## config.mk

```make
export PLATFORM = sky130hd
export DESIGN_NAME = irq_event_agg
export DESIGN_NICKNAME = d
export VERILOG_FILES = /design/src/rtl/irq_agg_pkg.sv /design/src/rtl/irq_evt_reg.sv /design/src/rtl/irq_msk_reg.sv /design/src/rtl/irq_grp_reduce.sv /design/src/rtl/irq_event_agg.sv
export SDC_FILE = /design/constraint.sdc
export NUM_CORES = 1
export LEC_CHECK = 0
export BUFFER_PORTS_ARGS = -buffer_cell sky130_fd_sc_hd__buf_2
export CAP_MARGIN = 20
export CORE_AREA = 2 2 104 106
export CTS_CLUSTER_SIZE = 28
export DETAILED_ROUTE_END_ITERATION = 12
export DIE_AREA = 0 0 106 108
export SLEW_MARGIN = 20
export SYNTH_ARGS = -nofsm -noshare
export SYNTH_HDL_FRONTEND = slang
export SYNTH_SLANG_ARGS = --single-unit
export TNS_END_PERCENT = 30
```

## constraint.sdc

```tcl
create_clock -name clk -period 1 [get_ports clk]
set_input_delay 0.05 -clock clk [delete_from_list [all_inputs] [get_ports clk]]
set_output_delay 0.05 -clock clk [all_outputs]
set_load 0.005 [all_outputs]
```

## src/rtl/irq_agg_pkg.sv

```systemverilog
package irq_agg_pkg;
  localparam int unsigned NUM_LINES = 3;
  typedef enum int unsigned {
    LINE_TX  = 0,
    LINE_RX  = 1,
    LINE_ERR = 2
  } irq_line_e;
endpackage

```

## src/rtl/irq_evt_reg.sv

```systemverilog
module irq_evt_reg #(
  parameter int unsigned W   = 32,
  parameter logic [W-1:0] RST = '0
) (
  input  logic         clk,
  input  logic         rst_n,
  input  logic         clr_en,
  input  logic [W-1:0] clr_bits,
  input  logic [W-1:0] set_bits,
  output logic [W-1:0] q
);
  for (genvar i = 0; i < W; i++) begin : g_bit
    always_ff @(posedge clk or negedge rst_n) begin
      if (!rst_n)                        q[i] <= RST[i];
      else if (set_bits[i])              q[i] <= 1'b1;  // set has priority
      else if (clr_en && clr_bits[i])    q[i] <= 1'b0;
    end
  end
endmodule

```

## src/rtl/irq_msk_reg.sv

```systemverilog
module irq_msk_reg #(
  parameter int unsigned W   = 32,
  parameter logic [W-1:0] RST = '0
) (
  input  logic         clk,
  input  logic         rst_n,
  input  logic         ld_en,
  input  logic [W-1:0] ld_data,
  output logic [W-1:0] q
);
  always_ff @(posedge clk or negedge rst_n) begin
    if (!rst_n)     q <= RST;
    else if (ld_en) q <= ld_data;
  end
endmodule

```

## src/rtl/irq_grp_reduce.sv

```systemverilog
module irq_grp_reduce #(
  parameter int unsigned W = 32,
  parameter int unsigned N = 3,
  parameter logic [N-1:0][W-1:0] GROUPS = '0
) (
  input  logic [W-1:0] evt,
  input  logic [W-1:0] msk,
  output logic [N-1:0] lines
);
  logic [W-1:0] active;
  assign active = evt & msk;
  for (genvar g = 0; g < N; g++) begin : g_line
    assign lines[g] = |(active & GROUPS[g]);
  end
endmodule

```

## src/rtl/irq_event_agg.sv

```systemverilog
module irq_event_agg
  import irq_agg_pkg::*;
#(
  parameter int unsigned DATA_W       = 32,
  parameter int unsigned ADDR_W       = 2,
  parameter logic [DATA_W-1:0] EVT_RST   = '0,
  parameter logic [DATA_W-1:0] MSK_RST   = '0,
  parameter logic [DATA_W-1:0] TX_GROUP  = 32'h0000_00FF,
  parameter logic [DATA_W-1:0] RX_GROUP  = 32'h0000_FF00,
  parameter logic [DATA_W-1:0] ERR_GROUP = 32'h00FF_0000,
  parameter int unsigned RX_STOP_BIT  = 9,
  parameter int unsigned TX_STOP_BIT  = 1
) (
  input  logic              clk,
  input  logic              rst_n,
  input  logic              wr_en,
  input  logic [ADDR_W-1:0] wr_addr,
  input  logic [DATA_W-1:0] wr_data,
  input  logic [ADDR_W-1:0] rd_addr,
  output logic [DATA_W-1:0] rd_data,
  input  logic [DATA_W-1:0] hw_set,
  input  logic              rx_stop_done,
  input  logic              tx_stop_done,
  output logic              irq_tx,
  output logic              irq_rx,
  output logic              irq_err
);
  localparam logic [ADDR_W-1:0] EVT_ADDR = ADDR_W'(0);
  localparam logic [ADDR_W-1:0] MSK_ADDR = ADDR_W'(1);
  localparam logic [NUM_LINES-1:0][DATA_W-1:0] GROUPS = {ERR_GROUP, RX_GROUP, TX_GROUP};

  logic [DATA_W-1:0]    evt_q, msk_q, set_all;
  logic [NUM_LINES-1:0] lines;
  logic                 evt_wr, msk_wr;

  assign evt_wr  = wr_en && (wr_addr == EVT_ADDR);
  assign msk_wr  = wr_en && (wr_addr == MSK_ADDR);
  assign set_all = hw_set
                 | (DATA_W'(rx_stop_done) << RX_STOP_BIT)
                 | (DATA_W'(tx_stop_done) << TX_STOP_BIT);

  irq_evt_reg #(.W(DATA_W), .RST(EVT_RST)) u_evt (
    .clk(clk), .rst_n(rst_n), .clr_en(evt_wr), .clr_bits(wr_data),
    .set_bits(set_all), .q(evt_q)
  );

  irq_msk_reg #(.W(DATA_W), .RST(MSK_RST)) u_msk (
    .clk(clk), .rst_n(rst_n), .ld_en(msk_wr), .ld_data(wr_data), .q(msk_q)
  );

  irq_grp_reduce #(.W(DATA_W), .N(NUM_LINES), .GROUPS(GROUPS)) u_grp (
    .evt(evt_q), .msk(msk_q), .lines(lines)
  );

  assign irq_tx  = lines[LINE_TX];
  assign irq_rx  = lines[LINE_RX];
  assign irq_err = lines[LINE_ERR];

  always_comb begin
    if (rd_addr == EVT_ADDR)      rd_data = evt_q;
    else if (rd_addr == MSK_ADDR) rd_data = msk_q;
    else                          rd_data = '0;
  end
endmodule

```

======== Word-level counts from Yosys, hierarchy flattened ========
Cells that the tools add are included.
Widths: inputs -> output; s select.
cells by class
  eq/ne operators ......................... 2
  mux-type cells .......................... 66
  bitwise logic cells ..................... 3
  reduce and logical (&&, ||, !) cells .... 71
operators with widths
  kind                count
  $mux 1              64
  $mux 32             2
  $reduce_bool 2->1   32
  $logic_and 1x1->1   34
  $or 32x10->32       1
  $or 32x2->32        1
  $and 24x24->24      1
  $reduce_or 8->1     3
  $eq 2x1->1 const B  2
  $logic_not 2->1     2
storage, ports and cells
  output and inout port bits .............. 35
  register bits after elaboration ......... 64

======== Logic depth before layout (Yosys ltp) ========
Gate-level depths: netlist of run 1.
  depth after elaboration ................. 5
  depth in mapped cells ................... 4
  mapped depth without buffers ............ 2

======== Modules after synthesis ========
Synthesis of run 1 repeated with hierarchy kept, for this count alone.
second synthesis, totals
  cell total of the unflattened synthesis .. 257
  area, all modules ....................... 3,200.6 sq um
by module, submodules not included
  module          cells an instance  sequential area each (sq um)  instances  area an instance (sq um)
  irq_msk_reg     68                 800.8                         1          1,345.0
  irq_evt_reg     99                 800.8                         1          1,194.9
  irq_event_agg   75                 0.0                           1          551.8
  irq_grp_reduce  15                 0.0                           1          108.9

======== Worst setup path before layout of run 1 ========
No wires, ideal clock.
  kind .................................... in2reg
  start ................................... input wr_addr[1]
  end ..................................... register u_msk.q[0]
  arrival time ............................ 0.707 ns
  setup time .............................. 0.128 ns
  path slack .............................. 0.165 ns
  cell stages on the path ................. 3
  path through ............................ nand3b_4 > buf_2 > mux2_1
between the ends
  word-level cells in the longest chain between the ends .. 2
ends and longest elaborated chain
  what                  line                 RTL
  from (decl)           irq_event_agg.sv:17  input logic [ADDR_W-1:0] wr_addr,
  $eq 2x1->1            irq_event_agg.sv:37  assign msk_wr = wr_en && (wr_addr == MSK_ADDR);
  $logic_and 1x1->1     irq_event_agg.sv:37
  to (signal assigned)  irq_msk_reg.sv:13    else if (ld_en) q <= ld_data;
  to (decl)             irq_msk_reg.sv:9     output logic [W-1:0] q
Every way passes these cells.
A chain may end at the register's enable or synchronous reset.

======== Worst setup path in the final report of run 1 ========
  start ................................... register u_msk.q[18]
  end ..................................... output irq_err
between the ends
  word-level cells in the longest chain between the ends .. 2
ends and longest elaborated chain
  what             line                  RTL
  $and 24x24->24   irq_grp_reduce.sv:11  assign active = evt & msk;
  $reduce_or 8->1  irq_grp_reduce.sv:13  assign lines[g] = |(active & GROUPS[g]);
  to (decl)        irq_event_agg.sv:26   output logic irq_err
Every way passes these cells.

==> results.md, run 1 <==
Outcome:
- The flow ran to the end, but the final reports show violations.
- The final reports fail on setup timing.

Hold path:
- Along the worst hold path, the cell count comes to 3.
- The worst hold path belongs to the class in -> reg.
- The startpoint identified for the worst hold timing path is rx_stop_done.
- The path with the worst hold slack has its endpoint at u_evt.q[9].

GRT:
- The number of antenna violations at the first check in global routing was 0.
- The aggregate global routing overflow is 0.
- The largest net degree at the start of global routing is 65.
- The first global-routing pass estimated 13,800 um of wire.
- The global-route usage over all layers is 15.3%.
- The number of global-route vias before repair is 2,916.

Route:
- The final wirelength is about 8600 um.
- The initial detailed-routing violation count is 188.
- The count of nets left with antenna violations once routing finished came out at 0.
- The routed layout has 2,816 vias.
- After detailed routing, the average wire length per cell comes to roughly 14 um.
- The detailed-routing iteration count for the pre-antenna-repair pass is 4.
- The detail-routed via count per cell is around 4.6.
- The post-route DRC violation count is 0.

Timing:
- The number of max-slew violations in the final report is 0.
- The number of hold-slack violations in the final timing report is 0.
- The worst setup slack after layout is -0.284 ns.
- The final period demand of the worst path is ~1.3 ns.
- The sum of negative setup slack is -5.25 ns.
- The actual slew at the worst max-slew pin is between 0.6 and 0.7 ns.
- Clock skew on the completed layout was measured at 0 ns.
- Of the available clock period, the critical path in the final layout requires 128%.
- Setup violations remaining at the end of the flow were counted as 35.
- The highest achievable clock rate is 779 MHz.
- The worst-case headroom to the max-slew limit is 53.8%.
- Setup repair after global routing could not meet its margin everywhere.

Placement:
- Detailed placement ended at an HPWL of 5480 um.
- The pre-CTS setup slack is 0.0134 ns.
- The count of port buffers added during placement is 107.
- The routability congestion estimate from global placement is 0.751.
- The placed instances occupy a cell area of around 3900 um^2.

Power and ir drop:
- The power density over the cells is 1440 nW/um^2.
- The leakage power figure is 2.30 nW.
- The maximum vdd ir drop is 626 uV.

Yosys:
- The synthesized design spends more area on one cell type than any other, namely sky130_fd_sc_hd__dfrtp_1.
- After synthesis, the largest area contributor takes up 52.4% of total cell area.
- Yosys printed 0 warnings.
- The post-synthesis instance area is just over 3000 um^2.
- Yosys mapped the design onto 15 distinct sky130hd cell types.
- After synthesis, the cell types taking the most area are sky130_fd_sc_hd__dfrtp_1 52%, sky130_fd_sc_hd__mux2_1 11%, sky130_fd_sc_hd__mux2i_1 10%.
- The cell count after synthesis is between 200 and 300.
- When the netlist entered floorplanning its net count stood at 359.
- The average instance in the mapped netlist occupies about 11 um^2.
- After synthesis, flip-flops and latches occupy 52.4% of the total area.
- The number of synthesized register bits is 64.

Die:
- The die span in x is 106 um.
- For this design the top-level I/O count stands at 108.
- The die covers about 11,000 um^2.
- The die outline height is around 110 um.
- The number of standard-cell rows in the floorplan is 37.
- Once the floorplan was initialized, standard cells occupied ~30% of the core.
- The region available for standard cell placement spans 10,200 um^2.

Clock tree:
- For the worst-skew pair, the clock arrives at the later sink with an insertion delay of 0.32 ns.
- The TritonCTS clock tree is built.
- The maximum level of the CTS H-tree is 3.
- The total clock sinks is between 60 and 70.
- Clock-pin slew was measured on the worst setup and hold paths at 0.07 ns.
- The maximum number of buffers from clock root to sink is 2.
- The master cell of the clock root buffer is sky130_fd_sc_hd__clkbuf_8.
- Counting the buffers created by CTS gives 9.

Critical path:
- The capturing element type of the critical path is a primary output.
- The largest driver fanout on the critical path is 3.
- The arrival time of the worst setup path is 1.23 ns.
- The startpoint type of the worst setup path is a flop.
- The critical path starts at u_msk.q[18].
- The startpoint of the worst-slack reg-to-reg timing path is u_evt.q[6].
- The type of the setup path with the least slack is reg -> out.
- The path depth of the worst reg2reg path is 4.
- The setup check on the worst reg-to-reg path leaves a slack of 0.08 ns.
- The capture point of the worst reg-to-reg path is u_evt.q[6].
- The data required time of the critical path is roughly 0.95 ns.

Layout:
- The filler cell count in the final layout is 936.
- After the last flow step, the layout net total stands at 548.
- The area growth from synthesis to final layout is 58.4%.
- The area occupied by multi-input gates is 1330 um^2.
- Cells with a size suffix above 1 make up 32.4% of the layout.
- The repair_antennas step left the layout with diodes totalling 0.
- The flip-flop and latch area is 1600 um^2.
- The design area is 4840 um^2.

Run:
- The number of max-cap violations is 0.
[repair_timing]
| item | 4_1_cts | 5_1_grt |
|---|---|---|
| resized for setup | 10 | 4 |
| setup endpoints to repair | 35 | 35 |
| setup buffers | 3 | 4 |
| cloned | 0 | 0 |
| hold buffers | 65 | 0 |
| hold endpoints to repair | 128 | 0 |
| pin swaps | 4 | 1 |
[synth_stat cells (all sizes together)]
master and count:
dfrtp 64, nor2 64, a31oi 32, mux2 32, mux2i 32, inv 30, a22oi 12, buf 10
clkbuf 3, nand4 3, nor3 2, nand3b 1, nor3b 1
[critical path, stage by stage, from the launching register on]
cell,delay (ns)
sky130_fd_sc_hd__dfrtp_1,0.40
sky130_fd_sc_hd__a22oi_2,0.20
sky130_fd_sc_hd__nand4_1,0.15
sky130_fd_sc_hd__buf_2,0.16
[how the worst max path moves through the flow]
stage,endpoint,slack [ns]
floorplan,u_msk.q[0],0.17
global placement,u_evt.q[17],0.04
detailed placement,u_msk.q[19],0.01
CTS,irq_rx,-0.30
global route,irq_rx,-0.35
finish,irq_err,-0.28
[state kept, by name, indices dropped and copies added, names as in the netlist]
signal,flops
u_evt.q,32
u_msk.q,32
[per-stage QoR]
| step | util (%) | power, mW | std cells | hold WS, ns |
|---|---|---|---|---|
| 2_1_floorplan | - | 3.67 | 286 | -0.246 |
| 3_3_place_gp | 37.6 | 4.20 | 528 | 0.0954 |
| 3_5_place_dp | 37.6 | 4.25 | 528 | 0.0937 |
| 4_1_cts | 46.8 | 7.05 | 611 | 0.00161 |
| 5_1_grt | 47.3 | 7.35 | 615 | 0.0322 |
| 6_report | 47.3 | 6.98 | 615 | 0.0251 |
[metal layers]
metal	GRT usage [%]	share of wire (%)	up-vias
met4	5.64	1.7	0
met2	27.4	50	79
met5	0	0	-
met3	2.77	4.1	16
met1	18.5	44	1347
li1	-	-	1374
[where the power goes]
part | switching, mW | internal [mW] | total [mW]
registers | 0.231 | 2.88 | 3.11
logic | 0.567 | 0.797 | 1.36
clock network | 0.981 | 1.53 | 2.51
total | 1.78 | 5.20 | 6.98
[cells by family (layout without fill, tap and decap cells)]
logic type | Yosys count | count (layout) | synth area share [%]
compound gates | 44 | 44 | 9.50
buf+inv | 43 | 236 | 5.94
flops | 64 | 64 | 52.4
mux | 64 | 64 | 22.3
simple gates | 71 | 71 | 9.87
[cell type report]
class / instances / area share [%]
timing repair buffer: 191 / 29.0
clock buffer: 12 / 3.21
sequential: 64 / 33.1
tap: 136 / 3.52
multi-input combinational: 179 / 27.5
clock inverter: 3 / 1.34
inverter: 30 / 2.33
[cell usage in the layout (no fill, tap or decap), types with 10 or more instances in the layout]
| cell | n |
|---|---|
| sky130_fd_sc_hd__inv_1 | 30 |
| sky130_fd_sc_hd__nor2_1 | 64 |
| sky130_fd_sc_hd__dfrtp_1 | 64 |
| sky130_fd_sc_hd__clkbuf_8 | 11 |
| sky130_fd_sc_hd__mux2_1 | 30 |
| sky130_fd_sc_hd__buf_2 | 107 |
| sky130_fd_sc_hd__mux2i_1 | 31 |
| sky130_fd_sc_hd__dlygate4sd3_1 | 65 |
| sky130_fd_sc_hd__a22oi_2 | 10 |
| sky130_fd_sc_hd__a31oi_1 | 32 |
| sky130_fd_sc_hd__buf_4 | 11 |
Power figures use the tool's default switching activity.
==> run 2: changes to the inputs <==
--- a/config.mk
+++ b/config.mk
@@ -8,6 +8,7 @@
 export BUFFER_PORTS_ARGS = -buffer_cell sky130_fd_sc_hd__buf_2
 export CAP_MARGIN = 20
 export CORE_AREA = 2 2 104 106
+export CTS_BUF_LIST = sky130_fd_sc_hd__clkbuf_4
 export CTS_CLUSTER_SIZE = 28
 export DETAILED_ROUTE_END_ITERATION = 12
 export DIE_AREA = 0 0 106 108
==> results.md, run 2 (synthesized netlist as in run 1, its figures left out) <==
Run:
- The number of max-cap violations came to 0 (unchanged).

Timing:
- The post-route clock skew came to 0 ns (unchanged).
- The period utilization is 136% (+7.1 points).
- The number of hold-slack violations in the final timing report is 0 (unchanged).
- The worst hold margin was 0.170 ns (+0.145 ns).
- The number of max-slew violations in the final report is 0 (unchanged).
- The worst-case headroom to the max-slew limit was 53.4% (-0.36 points).
- The worst setup slack after layout is -0.355 ns (-0.0713 ns).
- The highest achievable clock rate was 738 MHz (-5.3%).
- The actual slew at the worst max-slew pin is 0.699 ns (+0.00546 ns).
- Setup repair after global routing could not meet its margin everywhere.
- The final period demand of the worst path is 1.36 ns (+0.0713 ns).
- The final setup violation count is 35 (unchanged).

Power and ir drop:
- The net switching power of the design was 1.73 mW (-3.0%).
- The leakage power figure is 2.27 nW (-1.2%).
- The combinational power share is 21.3% (+1.8 points).
- The clock power share is 30.3% (-5.6 points).
- The portion of total power attributed to sequential cells was 48.4% (+3.8 points).
- The fraction of power spent switching nets is 26.9% (+1.4 points).
- The internal power summed over all cells is 4.69 mW (-9.9%).
- The power density over the cells is 1340 nW/um^2 (-6.9%).
- The maximum vdd ir drop came to 548 uV (-12%).

Outcome:
- The run finished, with violations left.
- The final reports fail on setup timing.

Route:
- The total number of vias is 2,804 (-0.43%).
- The detailed-routing iteration count for the pre-antenna-repair pass is 4 (unchanged).
- The initial detailed-routing violation count is 153 (-19%).
- The post-route DRC violation count came to 0 (unchanged).
- The final wirelength is 8550 um (-0.38%).
- The detail-routed via count per cell was 4.55 (-0.59%).
- The number of routed nets with antenna violations is 0 (unchanged).
- The average detailed-routed wire length per instance is 13.9 um (-0.55%).

Clock tree:
- The maximum level of the CTS H-tree is 3 (unchanged).
- The number of buffers created by CTS is 9 (unchanged).
- TritonCTS built the clock tree.
- Clock tree synthesis selected as its root buffer the cell sky130_fd_sc_hd__clkbuf_4.
- The worst-skew pair later-pin latency is 0.38 ns (+0.06 ns).
- The clock-pin slew of the registers on the worst-case setup and hold paths is 0.12 ns (+0.05 ns).
- The maximum number of buffers from clock root to sink is 2 (unchanged).
- The total clock sinks came to 64 (unchanged).

Layout:
- The post-layout net count is 549 (+0.18%).
- The design area is 4770 um^2 (-1.3%).
- The leading cell type in the layout, fill and taps excluded is sky130_fd_sc_hd__buf_2.
- The filler cell count in the final layout came to 941 (+0.53%).
- Compared with the post-synthesis result, the final layout area differs by 56.3%.
- In the final layout, the registers with the most flip-flops are u_evt.q (32), u_msk.q (32).
- The number of antenna diodes came to 0 (unchanged).
- The share of final-layout standard cells stronger than drive strength 1 is 31.7% (-0.69 points).
- Leaving out fill and tap cells, the most frequent cells in the layout are 107 x sky130_fd_sc_hd__buf_2, 67 x sky130_fd_sc_hd__dlygate4sd3_1, 64 x sky130_fd_sc_hd__nor2_1, 64 x sky130_fd_sc_hd__dfrtp_1, 32 x sky130_fd_sc_hd__a31oi_1.
- The final cell utilization of the core is 46.7% (-0.64 points).

Critical path:
- The flop-to-flop setup slack is 0.09 ns (about the same).
- The path depth of the worst reg2reg path is 2 (-2).
- The capturing element type of the critical path is a primary output.
- The data required time of the critical path is 0.95 ns (about the same).
- The arrival time of the worst setup path is 1.31 ns (+0.08 ns).
- The worst register-to-register path ends at u_msk.q[30].
- The worst setup path is of the reg -> out kind.
- The largest driver fanout on the critical path is 3 (unchanged).
- STA classifies the critical path startpoint as a flop.
- The startpoint of the worst-slack reg-to-reg timing path is u_msk.q[30].

Die:
- The die span in x is 106 um (unchanged).
- The number of standard-cell rows in the floorplan is 37 (unchanged).
- The die area came to 11,400 um^2 (unchanged).
- The starting utilization of the core area is 29.9% (unchanged).
- The top-level port count is 108 (unchanged).
- The die outline height was 108 um (unchanged).
- The core box area is 10,200 um^2 (unchanged).

GRT:
- The largest net degree at the start of global routing is 65 (unchanged).
- The first-pass GRT wire length is 13,800 um (-0.10%).
- The global-route usage over all layers was 15.4% (+0.026 points).
- The number of global-route vias before repair is 2,915 (-0.034%).
- The number of antenna violations at the first check in global routing was 0 (unchanged).
- The aggregate global routing overflow is 0 (unchanged).

Hold path:
- The sink of the worst hold path is u_evt.q[11].
- The count of cells along the worst hold path is 4 (+1).
- The worst hold path begins at wr_addr[1].
- The min-delay analysis places its worst path in the category in -> reg.

Placement:
- The instance area after placement is 3850 um^2 (unchanged).
- The total half-perimeter wirelength after legalization and detailed placement is 5480 um (unchanged).
- The pre-CTS setup slack was 0.0134 ns (unchanged).
- The routability congestion estimate from global placement is 0.751 (unchanged).
- The count of port buffers added during placement is 107 (unchanged).
run 2: cell types whose count changed in the layout (fill, tap and decap cells not counted), moves of 2 or more:
cell,delta
sky130_fd_sc_hd__clkbuf_8,-11
sky130_fd_sc_hd__clkinv_1,+2
sky130_fd_sc_hd__dlygate4sd3_1,+2
sky130_fd_sc_hd__clkbuf_4,+10
run 2: what timing repair did:
| item | in CTS | in global routing |
|---|---|---|
| hold buffers | 67 | 0 |
| pin swaps | 5 | 1 |
| buffers inserted | 2 | 4 |
| resized for setup | 9 | 4 |
| setup endpoints to repair | 35 | 35 |
| endpoints found under the hold margin | 128 | 0 |
run 2: per-layer routing:
metal  vias to the layer above  track usage (%)  wire length, um
met1                      1335             18.5             3780
met3                        12             3.01              352
met2                        79             27.3             4300
met5                         -                0                0
li1                       1378                -                -
met4                         0             5.64              114
run 2: how the worst max path moves through the flow:
| stage | startpoint | to | slack, ns | cells past startpoint |
|---|---|---|---|---|
| floorplan | wr_addr[1] | u_msk.q[0] | 0.17 | 3 |
| CTS | u_msk.q[14] | irq_rx | -0.39 | 3 |
| global route | u_msk.q[9] | irq_rx | -0.45 | 3 |
| finish | u_msk.q[23] | irq_err | -0.36 | 3 |
| global placement | wr_addr[0] | u_evt.q[17] | 0.04 | 4 |
| detailed placement | wr_addr[1] | u_msk.q[19] | 0.01 | 4 |
run 2: layout make-up:
class                   count  area, um^2  share of cell area [%]
flip-flops and latches     64        1600                    33.5
clock inverters             5        72.6                    1.52
repair buffers            192        1420                    29.6
inverters                  30         113                    2.36
well taps                 136         170                    3.56
clock buffers              10        75.1                    1.57
multi-input cells         179        1330                    27.8
run 2: worst max-delay path, cell delays in order, from the launching register on:
cell and delay, ns:
sky130_fd_sc_hd__dfrtp_1 0.42, sky130_fd_sc_hd__a22oi_2 0.20, sky130_fd_sc_hd__nand4_1 0.15, sky130_fd_sc_hd__buf_2 0.16
run 2: power groups by stage:
stage	Clock [mW]	Combinational, mW	Sequential [mW]
2_1_floorplan	0	0.598	3.07
3_3_place_gp	0	1.09	3.11
3_5_place_dp	0	1.12	3.13
4_1_cts	2.02	1.35	3.09
6_report	1.94	1.37	3.11
5_1_grt	2.12	1.51	3.15
run 2: per-stage QoR:
stage	total power, mW	std cells	TNS, ns
floorplan	3.67	286	0
global placement	4.20	528	0
detailed placement	4.25	528	0
CTS	6.47	612	-9.22
global route	6.78	616	-11.15
finish	6.41	616	-7.84
